$ cat config.mk
export PLATFORM = sky130hd
export DESIGN_NAME = llsc_monitor
export DESIGN_NICKNAME = d
export VERILOG_FILES = /design/src/rtl/llsc_pkg.sv /design/src/rtl/llsc_word_match.sv /design/src/rtl/llsc_datapath.sv /design/src/rtl/llsc_control.sv /design/src/rtl/llsc_monitor.sv
export SDC_FILE = /design/constraint.sdc
export NUM_CORES = 1
export LEC_CHECK = 0
export CORE_MARGIN = 2
export CORE_UTILIZATION = 51
export DETAILED_ROUTE_END_ITERATION = 7
export DONT_BUFFER_PORTS = 1
export PLACE_DENSITY = 0.66
export SYNTH_ARGS = -nofsm -noshare
export SYNTH_HDL_FRONTEND = slang
export SYNTH_HIERARCHICAL = 1
export SYNTH_SLANG_ARGS = --single-unit
$ cat constraint.sdc
create_clock -name clk -period 3.1 [get_ports clk]
set_clock_uncertainty 0.2 [all_clocks]
set_input_delay 0.93 -clock clk [delete_from_list [all_inputs] [get_ports clk]]
set_output_delay 0.93 -clock clk [all_outputs]
set_load 0.1 [all_outputs]
$ cat src/rtl/llsc_pkg.sv
package llsc_pkg;

  // Strobes from the control half to the datapath half
  typedef struct packed {
    logic loadLink;   // capture a new linked word
    logic dropLink;   // reservation is lost this cycle
    logic commit;     // store-conditional is allowed to write
  } linkCtrl_t;

endpackage

$ cat src/rtl/llsc_word_match.sv
module llsc_word_match #(
  parameter int ADDR_W   = 32,
  parameter int OFFSET_W = 2,
  localparam int TAG_W   = ADDR_W - OFFSET_W
) (
  input  logic [ADDR_W-1:0] probeAddr,
  input  logic [TAG_W-1:0]  linkTag,
  output logic              wordHit
);

  always_comb begin
    wordHit = (probeAddr[ADDR_W-1:OFFSET_W] == linkTag);
  end

endmodule

$ cat src/rtl/llsc_datapath.sv
module llsc_datapath
  import llsc_pkg::*;
#(
  parameter int ADDR_W   = 32,
  parameter int DATA_W   = 32,
  parameter int OFFSET_W = 2,
  localparam int TAG_W   = ADDR_W - OFFSET_W,
  localparam int N_PROBE = 2
) (
  input  logic              clk,
  input  logic              rstN,
  input  logic [ADDR_W-1:0] llAddr,
  input  logic [ADDR_W-1:0] scAddr,
  input  logic [ADDR_W-1:0] snoopAddr,
  input  linkCtrl_t         ctrl,
  output logic              scHit,
  output logic              snoopHit,
  output logic              scSuccess,
  output logic [DATA_W-1:0] scResult
);

  logic [TAG_W-1:0]  linkTag;
  logic [ADDR_W-1:0] probeAddr [N_PROBE];
  logic [N_PROBE-1:0] probeHit;

  // Linked word register
  always_ff @(posedge clk) begin
    if (!rstN) begin
      linkTag <= '0;
    end else if (ctrl.loadLink) begin
      linkTag <= llAddr[ADDR_W-1:OFFSET_W];
    end
  end

  assign probeAddr[0] = scAddr;
  assign probeAddr[1] = snoopAddr;

  for (genvar p = 0; p < N_PROBE; p++) begin : g_probe
    llsc_word_match #(
      .ADDR_W   (ADDR_W),
      .OFFSET_W (OFFSET_W)
    ) u_match (
      .probeAddr (probeAddr[p]),
      .linkTag   (linkTag),
      .wordHit   (probeHit[p])
    );
  end

  assign scHit    = probeHit[0];
  assign snoopHit = probeHit[1];

  // Registered result toward the register file
  always_ff @(posedge clk) begin
    if (!rstN) begin
      scSuccess <= 1'b0;
      scResult  <= '0;
    end else begin
      scSuccess <= ctrl.commit;
      scResult  <= DATA_W'(ctrl.commit);
    end
  end

endmodule

$ cat src/rtl/llsc_control.sv
module llsc_control
  import llsc_pkg::*;
(
  input  logic      clk,
  input  logic      rstN,
  input  logic      llValid,
  input  logic      scValid,
  input  logic      eretPulse,
  input  logic      snoopValid,
  input  logic      scHit,
  input  logic      snoopHit,
  output linkCtrl_t ctrl
);

  logic linkValid;
  logic snoopBreak;

  always_comb begin
    snoopBreak    = snoopValid & snoopHit;
    ctrl.loadLink = llValid;
    // Judged against the reservation held before this edge
    ctrl.commit   = scValid & linkValid & scHit & ~eretPulse & ~snoopBreak;
    ctrl.dropLink = scValid | eretPulse | (snoopBreak & linkValid);
  end

  always_ff @(posedge clk) begin
    if (!rstN) begin
      linkValid <= 1'b0;
    end else if (ctrl.loadLink) begin
      linkValid <= 1'b1;
    end else if (ctrl.dropLink) begin
      linkValid <= 1'b0;
    end
  end

endmodule

$ cat src/rtl/llsc_monitor.sv
module llsc_monitor
  import llsc_pkg::*;
#(
  parameter int ADDR_W   = 32,
  parameter int DATA_W   = 32,
  parameter int OFFSET_W = 2
) (
  input  logic              clk,
  input  logic              rstN,
  input  logic              llValid,
  input  logic [ADDR_W-1:0] llAddr,
  input  logic              scValid,
  input  logic [ADDR_W-1:0] scAddr,
  input  logic              eretPulse,
  input  logic              snoopValid,
  input  logic [ADDR_W-1:0] snoopAddr,
  output logic              memWe,
  output logic              scSuccess,
  output logic [DATA_W-1:0] scResult
);

  linkCtrl_t ctrl;
  logic      scHit;
  logic      snoopHit;

  llsc_control u_ctrl (
    .clk        (clk),
    .rstN       (rstN),
    .llValid    (llValid),
    .scValid    (scValid),
    .eretPulse  (eretPulse),
    .snoopValid (snoopValid),
    .scHit      (scHit),
    .snoopHit   (snoopHit),
    .ctrl       (ctrl)
  );

  llsc_datapath #(
    .ADDR_W   (ADDR_W),
    .DATA_W   (DATA_W),
    .OFFSET_W (OFFSET_W)
  ) u_dp (
    .clk       (clk),
    .rstN      (rstN),
    .llAddr    (llAddr),
    .scAddr    (scAddr),
    .snoopAddr (snoopAddr),
    .ctrl      (ctrl),
    .scHit     (scHit),
    .snoopHit  (snoopHit),
    .scSuccess (scSuccess),
    .scResult  (scResult)
  );

  assign memWe = ctrl.commit;

endmodule

==> results of run 1 <==
[cells in the final DEF, fill, tap and decap left out, types with 2 or more instances in the layout]
cell type and instances:
sky130_fd_sc_hd__buf_4 4, sky130_fd_sc_hd__nand3_1 2, sky130_fd_sc_hd__mux2i_1 30, sky130_fd_sc_hd__nor4_1 7, sky130_fd_sc_hd__clkbuf_1 2, sky130_fd_sc_hd__clkbuf_8 6, sky130_fd_sc_hd__dfxtp_1 31, sky130_fd_sc_hd__nor2b_1 30
sky130_fd_sc_hd__xnor2_1 20, sky130_fd_sc_hd__conb_1 31, sky130_fd_sc_hd__nor4_2 4, sky130_fd_sc_hd__xor2_1 39, sky130_fd_sc_hd__nand2_1 2, sky130_fd_sc_hd__nand4_1 6
[path summary, 6_finish.rpt]
path,slack (ns),depth (start not counted),end
worst max register to register,0.89,9,u_dp/scResult[0]$_SDFF_PN0_
worst max-delay path,-0.32,8,memWe
worst min register to register,0.35,2,u_dp/linkTag[15]$_SDFFE_PN0P_
worst min-delay path,0.35,2,u_dp/linkTag[15]$_SDFFE_PN0P_
[where the power goes]
| part | total (mW) | internal, mW | switching (mW) |
|---|---|---|---|
| Sequential | 0.461 | 0.436 | 0.0256 |
| Combinational | 0.290 | 0.0797 | 0.210 |
| Clock | 0.323 | 0.181 | 0.142 |
| Total | 1.07 | 0.696 | 0.378 |
[worst min-delay path: cells and delay by family (launching register included)]
kind,cells,cell delay (ns)
flops,1,0.33
mux,1,0.12
simple gates,1,0.05
[per-stage QoR]
stage               setup TNS (ns)  instances  worst slack, ns
CTS                         -0.386        274           -0.386
floorplan                   -0.518        251           -0.518
global route                -0.401        274           -0.401
detailed placement          -0.477        266           -0.477
finish                      -0.320        274           -0.320
global placement            -0.390        266           -0.390
[final cells by class]
cell class              count  area, sq um  area share
repair buffers              5         50.0      0.0225
flip-flops and latches     32          642       0.289
well taps                  50         62.6      0.0282
multi-input cells         178         1370       0.618
inverters                   1         3.75     0.00169
clock buffers               8         90.1      0.0406
[sequential cells by signal, summed over array words and instances (netlist names)]
name,count
u_ctrl/linkValid,1
u_dp/linkTag,30
u_dp/scResult,1
[layer usage]
layer,up-vias,share of wire
met4,0,0.017
met2,79,0.47
li1,667,-
met5,-,0
met3,7,0.10
met1,595,0.41
[timing repair]
item	4_1_cts	5_1_grt
pin swaps	0	0
hold endpoints to repair	0	0
gates resized for setup	2	4
cloned	0	0
endpoints found under the setup margin	1	1
==> results.txt, run 1 <==
In this run the count of I/O pins placed on the die edge is ~140. The checks that failed: negative setup slack. The clock-pin slew on the worst setup and hold paths came out at ~0.060 ns.

Of the cells placed in the final design, the portion with a size suffix greater than 1 is 0.0938. The per-cell routed wire length is approximately 15 um. Derived from the worst setup path, the maximum achievable clock frequency is approximately 0.29 GHz. The post-CTS setup buffer count is 0. The via total after detailed routing came out at ~1300. The max-slew headroom at the worst pin came out at 0.638. The end-of-flow core utilization came out at 0.547. The slew of the pin with the lowest slew margin is roughly 0.55 ns. The width of the chip came out at 69.3 um.

The setup slack after layout came out at -0.320 ns. Setup violations remaining at the end of the flow were counted as 1. The number of core rows is 23. Of the available clock period, the critical path in the final layout requires 1.10. The post-detailed-routing wire length came out at 4000 um. The final critical path time including I/O delays and setup came out at roughly 3.4 ns. Dividing the synthesized area by the synthesized cell count gives between 9 and 10 sq um. The latest clock arrival within the worst-skew pair came out at between 0.2 and 0.3 ns. The floorplan die height came out at approximately 69 um. The total global routing track utilization is 0.163. During placement, the flow inserted port buffers numbering 0. The worst hold path belongs to the class flip-flop to flip-flop.

The buffer depth of the longest clock path came out at 2. The endpoint kind of the worst setup timing path is an output pin. The peak fanout along the critical path came out at 2. The repair_antennas step left the layout with diodes totalling 0. The initial core utilization is 0.537. At the worst endpoint, the required time is between 1.5 and 2 ns. The data arrival time at the worst-slack endpoint came out at roughly 2.3 ns.

Summing all non-filler instances in the final layout gives an area of approximately 0.0022 sq mm. The number of global-route vias before repair was about 1300. The launch point of the critical path is scAddr[4].

The H-tree depth reported by CTS is 2. The count of endpoints failing hold in the final timing report came out at 0. The worst register-to-register path begins at u_dp/linkTag[2]$_SDFFE_PN0P_. The detailed router finished its first iteration with 24 violations.

The remaining antenna violation count came out at 0. The number of CTS-inserted buffers is 5. The sum of buffers and inverters on the critical path came out at 2. The detailed-routing iteration count for the pre-antenna-repair pass came out at 3. The largest vdd supply drop is 0.000258 V. Setup repair after global routing could not meet its margin everywhere.

Synthesis produced a netlist whose cell count is 221. The initial antenna violation count is 0. The count of filler cells inserted in the layout is around 400. The cell area that synthesis handed to floorplanning was about 0.0022 sq mm. Entering global routing, the biggest net connects 34 pins. The clock root buffer is sky130_fd_sc_hd__clkbuf_8. The die footprint is roughly 0.0048 sq mm. The met3 global-route usage is 0.0799. Power spread over the standard cell area amounts to 484 mW/mm^2. In this run, post-CTS hold repair placed 0 buffers. In the routed layout, each cell is associated on average with a via count of 4.92. For this run, the number of Yosys warnings is 6. The critical path goes through xor2_4 -> nor4_4 -> buf_4 -> nand4_1 -> nor4_2 -> nand2_1 -> nor3_4 -> buf_12.

The flow ran to the end, but the final reports show violations. TritonCTS built the clock tree. On the worst path, the slowest cell contributes a delay of approximately 0.31 ns.

The aggregate global routing overflow is 0. The TritonCTS sink count is 32. The startpoint identified for the worst hold timing path is u_dp/linkTag[15]$_SDFFE_PN0P_. The placed standard-cell area came out at approximately 0.0021 sq mm.

For this run, global-route usage on met2 was measured as 0.265. The gate family responsible for the most delay along the worst path is simple AND/OR/NAND/NOR gates. The static leakage power came out at 0.970 nW. The congestion estimate from routability-driven global placement came to approximately 0.75. The final routed DRC violation total came out at 0. The first global-routing pass estimated around 6200 um of wire. In the final design database the tool counted 325 nets.

The slowest stage of the critical path belongs to the cell sky130_fd_sc_hd__nor4_4. The number of pins with negative max-slew slack in the final report is 0. The post-route worst hold slack came out at approximately 0.35 ns. For this run, global-route usage on met1 was measured as 0.189.

The worst setup path is launched from a primary input. The region available for standard cell placement spans slightly above 0.004 sq mm. The wire-length estimate of the detail-placed layout is about 3200 um. Overall power consumption after layout is estimated at 1.07 mW.

After global routing, the most crowded layer is met2. The number of maximum-capacitance constraint violations came out at 0. The area growth from synthesis to layout is 2.01%.

The worst setup path is of the primary input to output pin kind.
No activity file was read; power rests on OpenSTA's default activity.
==> inputs of run 2 (changes only) <==
--- a/config.mk
+++ b/config.mk
@@ -5,7 +5,7 @@
 export SDC_FILE = /design/constraint.sdc
 export NUM_CORES = 1
 export LEC_CHECK = 0
-export CORE_MARGIN = 2
+export CORE_ASPECT_RATIO = 0.6
 export CORE_UTILIZATION = 51
 export DETAILED_ROUTE_END_ITERATION = 7
 export DONT_BUFFER_PORTS = 1
==> run 2 against run 1 <==
  * The flow still finishes with violations (negative setup slack)
  * First-iteration DRC count rose by 13%
  * Critical path depth did not move
  * Hold slack improved by 0.0044 ns
  * Setup slack got worse by 0.016 ns
  * Flip-flop and latch count did not move
  * Critical endpoint unchanged
  * Largest cell class unchanged
  * Highest routed layer unchanged
==> results.txt, run 2 (same netlist as run 1, synthesis figures left out) <==
The largest vdd supply drop was 0.000254 V (was 0.000258 V). The register-to-register path setup slack is 0.93 ns (was 0.89 ns). The final worst-path cycle share is 1.11 (was 1.10).

The setup slack after layout came to -0.336 ns (was -0.320 ns). The fmax came to 0.291 GHz (was 0.292 GHz). The clock root buffer is sky130_fd_sc_hd__clkbuf_8 (unchanged). The area of the core region is 0.00387 sq mm (was 0.00406 sq mm). The aggregate global routing overflow is 0 (unchanged).

The number of DRC violations after detailed-routing iteration 0 came out at 27 (was 24). Violations in the final reports: negative setup slack (unchanged). The clock-pin slew on the worst setup and hold paths is 0.07 ns (was 0.06 ns). The initial antenna violation count is 0 (unchanged).

The share of power burned in combinational logic came out at 0.263 (was 0.270). The post-route worst hold slack is 0.358 ns (was 0.353 ns). The number of maximum-capacitance constraint violations is 0 (unchanged). The number of pins with negative max-slew slack in the final report came out at 0 (unchanged). The class of the most critical hold timing path is flip-flop to flip-flop (unchanged).

The remaining antenna violation count came out at 0 (unchanged). The detailed-routing iteration count for the pre-antenna-repair pass came out at 4 (was 3). The register bank with the most flops is u_dp/linkTag (unchanged). The net count reported at finish is 326 (was 325).

The total global routing track utilization came out at 0.183 (was 0.163). The portion of total power attributed to the clock network was 0.316 (was 0.301). The share of final-layout standard cells stronger than drive strength 1 is 0.103 (was 0.0938). The power density relative to cell area came out at 492 mW/mm^2 (was 484 mW/mm^2). The element type at the critical path start is a primary input (unchanged).

The die footprint was 0.00454 sq mm (was 0.00481 sq mm). The antenna diode count came to 0 (unchanged). The sum of net half-perimeters after detailed placement came out at 3220 um (was 3150 um). Commonest non-fill, non-tap cells in the layout: 38 x sky130_fd_sc_hd__xor2_1, 31 x sky130_fd_sc_hd__dfxtp_1, 31 x sky130_fd_sc_hd__conb_1 (was 39 x sky130_fd_sc_hd__xor2_1, 31 x sky130_fd_sc_hd__dfxtp_1, 31 x sky130_fd_sc_hd__conb_1).

The H-tree depth reported by CTS came out at 2 (unchanged). The via total after detailed routing was 1360 (was 1348). The switching part of the total power came out at 0.350 (was 0.352). Status: finished, violations left (unchanged). The total of endpoints with negative setup slack in the final report came to 1 (unchanged). The final estimated routing congestion in global placement is 0.638 (was 0.747). The final standard cell count with taps included and fillers excluded was 281 (was 274).

The via count normalized by instance count is 4.84 (was 4.92). The number of input and output port buffers inserted is 0 (unchanged). The required arrival time at the worst endpoint is 1.97 ns (about the same). The width of the chip is 86.4 um (was 69.3 um).

The maximum number of pins on one net before global-route repair came out at 34 (unchanged). The latest clock arrival within the worst-skew pair is 0.28 ns (about the same). The top-level port count came out at 136 (unchanged). The data arrival time at the worst-slack endpoint came out at 2.31 ns (was 2.29 ns). The floorplan die height came out at 52.6 um (was 69.3 um).

The TritonCTS sink count is 32 (unchanged). The initial core utilization is 0.562 (was 0.537). The aggregate negative setup slack is -0.336 ns (was -0.320 ns). The total instance count after detailed placement came out at 274 (was 266). The CTS tree is built (unchanged). Setup repair after global routing missed its margin: yes (unchanged). The total design power came out at 1.10 mW (was 1.07 mW).

The buffer depth of the longest clock path was 2 (unchanged). The final critical path time including I/O delays and setup is 3.44 ns (was 3.42 ns). The slew of the pin with the lowest slew margin is 0.544 ns (was 0.548 ns). The endpoint kind of the worst setup timing path is an output pin (unchanged). The internal power was 0.712 mW (was 0.696 mW). The area growth from synthesis to layout is 2.18% (was 2.01%). The post-detailed-routing wire length came to 4140 um (was 4000 um). Largest registers ranked by flip-flop count: u_dp/linkTag (30), u_ctrl/linkValid (1), u_dp/scResult (1) (unchanged). The power share of the sequential group came out at 0.421 (was 0.429). The number of global-route vias before repair is 1248 (was 1296). The start-to-end type of the worst setup path is primary input to output pin (unchanged). The per-cell routed wire length came out at 14.7 um (was 14.6 um). The total net switching power is 0.383 mW (was 0.378 mW).

The peak fanout along the critical path came out at 2 (unchanged). The most common cell after layout, fill and taps aside is sky130_fd_sc_hd__xor2_1 (unchanged). The number of core rows came out at 17 (was 23). The max-slew headroom at the worst pin is 0.640 (was 0.638).

The number of CTS-inserted buffers came out at 5 (unchanged). The static leakage power is 0.977 nW (was 0.970 nW). The flip-flop count of the largest register after layout came out at 30 (unchanged). The final routed DRC violation total was 0 (unchanged). The first-pass GRT wire length came out at 5950 um (was 6200 um).

The count of endpoints failing hold in the final timing report came to 0 (unchanged).
## run 2: cell types whose count changed in the layout (fill, tap and decap cells not counted)
cell	delta
sky130_fd_sc_hd__xor2_1	-1
sky130_fd_sc_hd__clkbuf_8	+1
sky130_fd_sc_hd__xor2_2	+2
sky130_fd_sc_hd__nor4_4	-1
sky130_fd_sc_hd__nor4_1	+1
sky130_fd_sc_hd__buf_4	+1
sky130_fd_sc_hd__clkbuf_1	-2
sky130_fd_sc_hd__xor2_4	-1
## run 2: through the flow
stage,area [sq um],utilization,setup slack [ns]
floorplan,2300,-,-0.518
global placement,2100,0.543,-0.456
finish,2220,0.575,-0.336
global route,2220,0.575,-0.432
CTS,2210,0.571,-0.370
detailed placement,2100,0.543,-0.407
## run 2: timing repair
action | CTS | global route
hold buffers | 0 | 0
buffers inserted | 0 | 0
gates resized for setup | 2 | 2
endpoints found under the setup margin | 1 | 1
pin swaps | 0 | 0
## run 2: routing by layer
| layer | global-route usage | up-vias | wire [um] |
|---|---|---|---|
| met4 | 0.0750 | 0 | 40 |
| li1 | - | 668 | - |
| met2 | 0.246 | 78 | 1640 |
| met1 | 0.251 | 609 | 1990 |
| met3 | 0.0772 | 5 | 474 |
| met5 | 0 | - | 0 |
## run 2: worst paths after layout
| check | from | end | depth (start not counted) |
|---|---|---|---|
| setup / recovery | scAddr[21] | memWe | 8 |
| hold / removal | u_dp/linkTag[8]$_SDFFE_PN0P_ | u_dp/linkTag[8]$_SDFFE_PN0P_ | 2 |
| setup reg to reg | u_dp/linkTag[14]$_SDFFE_PN0P_ | u_dp/scResult[0]$_SDFF_PN0_ | 9 |
| hold reg to reg | u_dp/linkTag[8]$_SDFFE_PN0P_ | u_dp/linkTag[8]$_SDFFE_PN0P_ | 2 |
## run 2: power groups by stage
stage | Sequential [mW] | Combinational [mW] | Clock [mW]
finish | 0.461 | 0.288 | 0.347
global route | 0.464 | 0.304 | 0.381
CTS | 0.461 | 0.286 | 0.364
detailed placement | 0.470 | 0.284 | 0
global placement | 0.469 | 0.281 | 0
floorplan | 0.465 | 0.319 | 0
## run 2: area by class of cell
| cell class | count | area, sq um |
|---|---|---|
| flip-flops and latches | 32 | 642 |
| clock buffers | 7 | 96.3 |
| fillers | 361 | 1650 |
| repair buffers | 6 | 57.6 |
| well taps | 57 | 71.3 |
| multi-input cells | 178 | 1350 |
| inverters | 1 | 3.75 |
## run 2: critical path: stages
cell and delay, ns:
sky130_fd_sc_hd__xor2_2 0.13, sky130_fd_sc_hd__nor4_2 0.32, sky130_fd_sc_hd__buf_4 0.16, sky130_fd_sc_hd__nand4_1 0.09, sky130_fd_sc_hd__nor4_2 0.19, sky130_fd_sc_hd__nand2_1 0.13, sky130_fd_sc_hd__nor3_4 0.16, sky130_fd_sc_hd__buf_12 0.20
